`src/rtl/ppcfg_pkg.sv`:
```
package ppcfg_pkg;

    localparam int MIN_PHASE_NS   = 15;
    localparam int SLOT_DCLKS     = 8;
    localparam int USER_INIT_MULT = 40;

    typedef enum logic [2:0] {
        ST_IDLE,
        ST_RESET,
        ST_WSTAT,
        ST_SEND,
        ST_WDONE,
        ST_INIT,
        ST_DONE,
        ST_ERROR
    } ld_state_e;

    typedef struct packed {
        logic nconfig;
        logic ncs;
        logic cs;
    } pins_t;

    function automatic int ceil_div(int a, int b);
        return (a + b - 1) / b;
    endfunction

    function automatic int phase_cycles(int phase_ns, int clk_ns);
        int ns;
        int c;
        ns = (phase_ns < MIN_PHASE_NS) ? MIN_PHASE_NS : phase_ns;
        c  = ceil_div(ns, clk_ns);
        return (c < 1) ? 1 : c;
    endfunction

    function automatic int init_cycles(bit use_user, int user_cyc, int osc_ns, int clk_ns);
        int c;
        c = use_user ? USER_INIT_MULT * user_cyc : ceil_div(osc_ns, clk_ns);
        return (c < 1) ? 1 : c;
    endfunction

    function automatic int max3(int a, int b, int c);
        int m;
        m = (a > b) ? a : b;
        return (m > c) ? m : c;
    endfunction

    function automatic pins_t pins_of(ld_state_e s);
        pins_t p;
        p.nconfig = (s != ST_RESET);
        p.cs      = (s == ST_RESET) || (s == ST_WSTAT) || (s == ST_SEND) ||
                    (s == ST_WDONE) || (s == ST_INIT);
        p.ncs     = !p.cs;
        return p;
    endfunction

endpackage

```
`src/rtl/ppcfg_clkgen.sv`:
```
module ppcfg_clkgen #(
    parameter int PHASE_CYC = 2
) (
    input  logic clk,
    input  logic rst,
    input  logic en,
    output logic dclk,
    output logic fall_tick
);
    localparam int CW = $clog2(PHASE_CYC + 1);
    localparam logic [CW-1:0] LAST = CW'(PHASE_CYC - 1);

    logic [CW-1:0] cnt;
    logic          tick;

    assign tick      = en && (cnt == LAST);
    assign fall_tick = tick && dclk;

    always_ff @(posedge clk) begin
        if (rst || !en) begin
            cnt  <= '0;
            dclk <= 1'b0;
        end else if (tick) begin
            cnt  <= '0;
            dclk <= ~dclk;
        end else begin
            cnt  <= cnt + 1'b1;
        end
    end
endmodule

```
`src/rtl/ppcfg_timer.sv`:
```
module ppcfg_timer #(
    parameter int W = 8
) (
    input  logic         clk,
    input  logic         rst,
    input  logic         load,
    input  logic [W-1:0] load_val,
    input  logic         dec,
    output logic         zero
);
    logic [W-1:0] cnt;

    assign zero = (cnt == '0);

    always_ff @(posedge clk) begin
        if (rst) begin
            cnt <= '0;
        end else if (load) begin
            cnt <= load_val;
        end else if (dec && !zero) begin
            cnt <= cnt - 1'b1;
        end
    end
endmodule

```
`src/rtl/ppcfg_seq.sv`:
```
module ppcfg_seq
    import ppcfg_pkg::*;
#(
    parameter int RESET_CYC = 50,
    parameter int DONE_TMO  = 1000,
    parameter int INIT_CYC  = 250,
    parameter int TW        = 10
) (
    input  logic          clk,
    input  logic          rst,
    input  logic          start,
    input  logic [7:0]    src_data,
    input  logic          src_valid,
    input  logic          src_last,
    output logic          src_ready,
    input  logic          nstatus,
    input  logic          conf_done,
    input  logic          fall_tick,
    output logic          clk_en,
    output logic [7:0]    cfg_data,
    output ld_state_e     state,
    output logic          tmr_load,
    output logic [TW-1:0] tmr_val,
    output logic          tmr_dec,
    input  logic          tmr_zero
);
    localparam int SW = $clog2(SLOT_DCLKS);
    localparam logic [SW-1:0] SLOT_END = SW'(SLOT_DCLKS - 1);
    localparam logic [TW-1:0] RST_LD   = TW'(RESET_CYC - 1);
    localparam logic [TW-1:0] TMO_LD   = TW'(DONE_TMO - 1);
    localparam logic [TW-1:0] INIT_LD  = TW'(INIT_CYC - 1);

    logic          active;
    logic          last_r;
    logic [SW-1:0] slot_cnt;
    logic          slot_end;
    logic          idle_like;

    assign idle_like = (state == ST_IDLE) || (state == ST_DONE) || (state == ST_ERROR);
    assign slot_end  = active && fall_tick && (slot_cnt == SLOT_END);
    assign src_ready = (state == ST_SEND) && !active && nstatus;
    assign clk_en    = ((state == ST_SEND) && active) || (state == ST_WDONE);

    always_comb begin
        tmr_load = 1'b0;
        tmr_val  = '0;
        tmr_dec  = 1'b0;
        case (state)
            ST_IDLE, ST_DONE, ST_ERROR: begin
                if (start) begin
                    tmr_load = 1'b1;
                    tmr_val  = RST_LD;
                end
            end
            ST_RESET: tmr_dec = 1'b1;
            ST_SEND: begin
                if (nstatus && slot_end && last_r) begin
                    tmr_load = 1'b1;
                    tmr_val  = TMO_LD;
                end
            end
            ST_WDONE: begin
                if (nstatus && conf_done) begin
                    tmr_load = 1'b1;
                    tmr_val  = INIT_LD;
                end else if (nstatus && fall_tick) begin
                    tmr_dec = 1'b1;
                end
            end
            ST_INIT: tmr_dec = 1'b1;
            default: ;
        endcase
    end

    always_ff @(posedge clk) begin
        if (rst) begin
            state    <= ST_IDLE;
            active   <= 1'b0;
            last_r   <= 1'b0;
            slot_cnt <= '0;
            cfg_data <= '0;
        end else begin
            case (state)
                ST_RESET: if (tmr_zero) state <= ST_WSTAT;
                ST_WSTAT: if (nstatus) state <= ST_SEND;
                ST_SEND: begin
                    if (!nstatus) begin
                        state  <= ST_ERROR;
                        active <= 1'b0;
                    end else if (src_ready && src_valid) begin
                        cfg_data <= src_data;
                        last_r   <= src_last;
                        active   <= 1'b1;
                        slot_cnt <= '0;
                    end else if (active && fall_tick) begin
                        slot_cnt <= slot_cnt + 1'b1;
                        if (slot_end) begin
                            active <= 1'b0;
                            if (last_r) state <= ST_WDONE;
                        end
                    end
                end
                ST_WDONE: begin
                    if (!nstatus)                  state <= ST_ERROR;
                    else if (conf_done)            state <= ST_INIT;
                    else if (fall_tick && tmr_zero) state <= ST_ERROR;
                end
                ST_INIT: if (tmr_zero) state <= ST_DONE;
                default: begin
                    if (idle_like && start) begin
                        state  <= ST_RESET;
                        active <= 1'b0;
                    end
                end
            endcase
        end
    end
endmodule

```
`src/rtl/ppcfg_loader.sv`:
```
module ppcfg_loader
    import ppcfg_pkg::*;
#(
    parameter int CLK_NS       = 20,
    parameter int PHASE_NS     = 20,
    parameter int RESET_CYC    = 50,
    parameter int DONE_TMO     = 1000,
    parameter bit USE_USER_CLK = 1'b0,
    parameter int USER_CLK_CYC = 4,
    parameter int OSC_INIT_NS  = 5000
) (
    input  logic       clk,
    input  logic       rst,
    input  logic       start,
    input  logic [7:0] src_data,
    input  logic       src_valid,
    input  logic       src_last,
    output logic       src_ready,
    output logic [7:0] cfg_data,
    output logic       dclk,
    output logic       nconfig,
    output logic       ncs,
    output logic       cs,
    input  logic       nstatus,
    input  logic       conf_done,
    output logic       done,
    output logic       error
);
    localparam int PHASE_CYC = phase_cycles(PHASE_NS, CLK_NS);
    localparam int INIT_CYC  = init_cycles(USE_USER_CLK, USER_CLK_CYC, OSC_INIT_NS, CLK_NS);
    localparam int TMAX      = max3(RESET_CYC, DONE_TMO, INIT_CYC);
    localparam int TW        = $clog2(TMAX + 1);

    ld_state_e     state;
    pins_t         pins;
    logic          clk_en;
    logic          fall_tick;
    logic          tmr_load;
    logic [TW-1:0] tmr_val;
    logic          tmr_dec;
    logic          tmr_zero;

    ppcfg_clkgen #(.PHASE_CYC(PHASE_CYC)) u_clkgen (
        .clk(clk), .rst(rst), .en(clk_en), .dclk(dclk), .fall_tick(fall_tick)
    );

    ppcfg_timer #(.W(TW)) u_timer (
        .clk(clk), .rst(rst), .load(tmr_load), .load_val(tmr_val),
        .dec(tmr_dec), .zero(tmr_zero)
    );

    ppcfg_seq #(
        .RESET_CYC(RESET_CYC), .DONE_TMO(DONE_TMO), .INIT_CYC(INIT_CYC), .TW(TW)
    ) u_seq (
        .clk(clk), .rst(rst), .start(start),
        .src_data(src_data), .src_valid(src_valid), .src_last(src_last),
        .src_ready(src_ready), .nstatus(nstatus), .conf_done(conf_done),
        .fall_tick(fall_tick), .clk_en(clk_en), .cfg_data(cfg_data),
        .state(state), .tmr_load(tmr_load), .tmr_val(tmr_val),
        .tmr_dec(tmr_dec), .tmr_zero(tmr_zero)
    );

    assign pins    = pins_of(state);
    assign nconfig = pins.nconfig;
    assign ncs     = pins.ncs;
    assign cs      = pins.cs;
    assign done    = (state == ST_DONE);
    assign error   = (state == ST_ERROR);
endmodule

```
`config.mk`:
```
export PLATFORM = sky130hd
export DESIGN_NAME = ppcfg_loader
export DESIGN_NICKNAME = d
export VERILOG_FILES = /design/src/rtl/ppcfg_pkg.sv /design/src/rtl/ppcfg_clkgen.sv /design/src/rtl/ppcfg_timer.sv /design/src/rtl/ppcfg_seq.sv /design/src/rtl/ppcfg_loader.sv
export SDC_FILE = /design/constraint.sdc
export NUM_CORES = 1
export LEC_CHECK = 0
export BUFFER_PORTS_ARGS = -buffer_cell sky130_fd_sc_hd__buf_4
export CAP_MARGIN = 20
export CORE_MARGIN = 1.5
export CORE_UTILIZATION = 40
export DETAILED_ROUTE_END_ITERATION = 7
export PLACE_DENSITY = 0.6
export SYNTH_ARGS = -nofsm -noshare
export SYNTH_HDL_FRONTEND = slang
export SYNTH_SLANG_ARGS = --single-unit
```
`constraint.sdc`:
```
create_clock -name clk -period 2.1 [get_ports clk]
set_clock_uncertainty 0.2 [all_clocks]
set_input_delay 0.315 -clock clk [delete_from_list [all_inputs] [get_ports clk]]
set_output_delay 0.315 -clock clk [all_outputs]
set_load 0.01 [all_outputs]
```
Word level (Yosys, flattened, before mapping)
Index checks and enable logic that the tools add are counted.
W data, S select, Z words.

word-level totals
  register bits after elaboration = 28
  input bits = 15
  output and inout bits = 15
  logic and storage cells = 108

cells by class
  $add $sub $neg = 3
  equality and inequality tests = 19
  mux-type cells = 34
  bitwise operators = 3
  reductions and logical operators = 41

operators with widths
  cell                     number
  $mux W3                  14
  $mux W10                 3
  $pmux W10 S3             1
  $eq A3 B3 Y1 const B     5
  $logic_and A1 B1 Y1      15
  $pmux W3 S5              1
  $logic_not A10 Y1        1
  $mux W1                  10
  $sub A10 B1 Y10 const B  1
  $ne A3 B2 Y1 const B     3
  $reduce_and A9 Y1        1
  $logic_or A1 B1 Y1       8
  $mux W8                  1
  $ne A4 B2 Y1 const B     2
  $eq A3 B2 Y1 const B     2
  $mux W6                  1
  $reduce_and A3 Y1        2
  $reduce_bool A2 Y1       3
  $reduce_bool A6 Y1       1
  $logic_not A1 Y1         4
  $ne A2 B1 Y1 const B     2
  $ne A4 B3 Y1 const B     1
  $pmux W1 S2              2
  $reduce_and A4 Y1        1
  other kinds (12)         15

Longest topological paths before layout
  word-level depth = 12
  depth in mapped cells = 7
  gate-level depth less buffers = 7

Modules after synthesis
A second synthesis with hierarchy kept.

unflattened totals
  cell total of the unflattened synthesis = 199
  area total of the unflattened synthesis = 1661.6 um^2

by module, submodules not included
  module        times used  cells each  area an instance (um^2)  sequential area each (um^2)
  ppcfg_seq     1           114         919.6                    320.3
  ppcfg_timer   1           72          626.9                    200.2
  ppcfg_clkgen  1           6           75.1                     40.0
  ppcfg_loader  1           7           40.0                     0.0

Worst setup path after synthesis
No wires, ideal clock.

  path type = reg2reg
  from = reg u_timer.cnt[0]
  to = reg u_timer.cnt[5]
  setup time = 0.131 ns
  arrival time = 1.618 ns
  data required time = 1.769 ns
  path slack = 0.152 ns
  stages on the path, launching flop included = 8
  buffers on the path = 0
  period minus slack after synthesis = 1.948 ns
  path through = dfxtp_1 inv_1 ha_1 nor2b_1 and4_1 or4_1 xor2_1 a21oi_2

between the ends
  word-level cells in the longest chain between the ends = 4
  elaborated cells on any way between the ends = 7
  those cells by class = add/sub (1); mux (2); reduce/logical (4)

ends and longest elaborated chain
  what                                                                     RTL line           RTL
  start, declared                                                          ppcfg_timer.sv:11  logic [W-1:0] cnt;
  start signal, assigned                                                   ppcfg_timer.sv:19  cnt <= load_val;
  start signal, assigned                                                   ppcfg_timer.sv:21  cnt <= cnt - 1'b1;
  parallel branches: the longest is 4 deep, another holds $sub A10 B1 Y10  n/a

Parallel ways; which one is timed is not known. The select of a mux whose other input is x is not followed.
A chain may end at the register's enable or synchronous reset.

Worst setup path after layout
Same ends and word-level chain as after synthesis.

==> run_results.csv <==
group,metric,value,unit
cts,cts_root_buf,"clkbuf_8",
final_layout,num_antenna_cells,0,
detailed_routing,vias,1472,
critical_path,start_kind,"flop",
final_layout,utilization,0.541,
detailed_routing,drc,0,
logic_synthesis,ys_ff_latch,28,
critical_path,path_buf_inv,1,
logic_synthesis,syn_inst,180,
placed_design,portBuffers,29,
sta,hold_viol_final,0,
placed_design,place_congestion,0.917,
detailed_routing,drtIter0Drc,113,
critical_path,crit_arrival,2040,ps
grt,antenna_found_initial,0,
grt,grt_pass1_vias,1433,
critical_path,critPathCaptureType,"flop",
placed_design,dp_hpwl,2.78,mm
power,power_switching,1.08,mW
logic_synthesis,ys.flop_type,"dfxtp_1",
cts,clock-sinks,28,
logic_synthesis,syn_nets,199,
logic_synthesis,synth.distinct_cells,46,
cts,clockBufferDepth,2,
logic_synthesis,yosys_warnings,0,
grt,grt-ovfl-total,0,
power,internal_power,1.48,mW
sta,setup_viol,0,
critical_path,path_max_fanout,4,
detailed_routing,drtAntennaViolNets,0,
floorplanning,die_h,65.6,microns
detailed_routing,routedWlPerCell,14.0,microns
logic_synthesis,ys_seq_area_frac,0.357,
final_layout,syn2layout_area_growth,28.2,%
floorplanning,dieWidth,65.6,microns
critical_path,cpPeakStageDelay,520,ps
detailed_routing,wl,3.75,mm
sta,drv_slew,0,
detailed_routing,vias_per_cell,5.51,
power,power.density,1270,mW/mm^2
grt,grt_pass1_wl,6.30,mm
critical_path,required,2110,ps
logic_synthesis,avgSynthCellArea,8.72,sq um
floorplanning,io_pins,30,
critical_path,crit_path_top_delay_cell,"or4_4",
cts,cts_tree,"done",
power,ir_drop,0.415,mV
power,pwr-share-seq,0.315,
cts,post-cts-setup-buffer-count,0,
logic_synthesis,synth_edf_count,0,
placed_design,post-place-ws,30.2,ps
cts,cts.clk_slew.worst_paths,100,ps
final_layout,final_common_cell,"buf_4",
final_layout,multi_input_area,981,sq um
cts,ctsHtreeMaxLevel,1,
final_layout,layout_common_cells,"buf_4 (43), nor2_1 (23), dfxtp_1 (23), mux2i_1 (13), a21oi_1 (12)",
power,pwr-share-clk,0.132,
grt,grt_max_degree,26,
cts,clk_latency,270,ps
cts,numCtsBuffers,3,
sta,fin_crit_sh,0.964,
sta,period_minus_slack,2030,ps
power,swShare,0.422,
floorplanning,die-area,0.00431,sq mm
sta,fmax,494,MHz
run,max_cap_violations,0,
sta,setup_ws,74.7,ps
detailed_routing,first_pass_iters,4,
hold_path,hold_path_class,"input port to flop",
floorplanning,core-area,0.00372,sq mm
logic_synthesis,synth_area,0.00157,sq mm
final_layout,regArea,567,sq um
cts,cts_resized,0,
power,power.leakage,0.802,nW
cts,postCtsHoldBufs,0,
floorplanning,num_rows,22,
critical_path,crit_family,"simple AND/OR/NAND/NOR gates",
floorplanning,start_util,0.422,
final_layout,final_nets,239,
critical_path,critical_path_class,"flop to flop",
logic_synthesis,async_flop_share,0,
final_layout,fillers,349,
status,outcome,"completed",
power,pwr-share-comb,0.554,
critical_path,path_cells,"inv_1, ha_1, nor2b_1, and4_4, or4_4, xor2_2, a21oi_2",
final_layout,drive_above_1_share,0.301,
grt,grt.total_usage,0.185,
## power by group through the flow
stage / Clock [mW] / Sequential [mW] / Combinational, mW
finish: 0.337 / 0.805 / 1.42
global route: 0.370 / 0.825 / 1.54
CTS: 0.357 / 0.781 / 1.31
detailed placement: 0 / 0.793 / 1.30
global placement: 0 / 0.785 / 1.28
floorplan: 0 / 0.747 / 0.909
## cell type report
class,instances,area share
multi-input combinational,137,0.488
inverter,7,0.0131
tap,48,0.0299
timing repair buffer,43,0.160
sequential,28,0.282
clock buffer,4,0.0274
## metrics by stage
step	setup TNS [ps]	std cells	instance area (sq um)	total power, mW	hold slack (ps)
6_report	0	267	2010	2.56	68.3
3_5_place_dp	0	263	1910	2.09	287
4_1_cts	0	267	1970	2.45	60.0
3_3_place_gp	0	263	1910	2.07	277
2_1_floorplan	0	180	1570	1.66	256
5_1_grt	-1.98	267	2010	2.73	80.1
## state kept, by name (all words and copies together), names as in the netlist
register and cells:
u_seq.last_r 1, u_seq.slot_cnt 3, u_clkgen.dclk 1, u_clkgen.cnt 1
u_timer.cnt 10, u_seq.active 1, u_seq.state 3, u_seq.cfg_data 8
## logic make-up (layout without fill, tap and decap cells)
group | after synthesis | after routing | share of synthesized area
DFF | 28 | 28 | 0.357
AOI/OAI and AO/OA | 38 | 38 | 0.180
buffers and inverters | 15 | 54 | 0.0407
muxes | 13 | 13 | 0.0829
xor gates and xnor gates | 5 | 5 | 0.0279
other | 1 | 1 | 0.00239
adders and majority gates | 4 | 4 | 0.0319
and+or+nand+nor | 76 | 76 | 0.277
## tightest hold or removal path, cell delays in order
cell     delay [ps]
buf_4            70
mux2i_1          50
nor2_1           70
## worst paths after layout
kind,cells after the start,from,to,slack [ps]
hold / removal,3,src_last,u_seq.last_r,70
setup / recovery,7,u_timer.cnt[0],u_timer.cnt[5],70
setup reg to reg,7,u_timer.cnt[0],u_timer.cnt[5],70
hold reg to reg,2,u_timer.cnt[2],u_timer.cnt[2],300
## metal layers
layer | GRT usage | part of all wire | vias up
met4 | 0.0599 | 0.011 | 0
met5 | 0 | 0 | -
met1 | 0.243 | 0.47 | 679
met2 | 0.311 | 0.47 | 57
met3 | 0.0291 | 0.054 | 4
li1 | - | - | 732
## synth_stat cells, drive strengths merged, types with 4 or more instances
| cell | number | area share |
|---|---|---|
| a21oi | 13 | 0.044 |
| a31oi | 5 | 0.020 |
| clkbuf | 5 | 0.012 |
| dfxtp | 28 | 0.36 |
| ha | 4 | 0.032 |
| inv | 7 | 0.017 |
| mux2i | 13 | 0.083 |
| nand2 | 10 | 0.026 |
| nand3 | 5 | 0.016 |
| nor2 | 23 | 0.055 |
| nor2b | 5 | 0.020 |
| nor3 | 10 | 0.032 |
| o21ai | 6 | 0.019 |
Note: power is estimated with default switching activity, not from simulation.
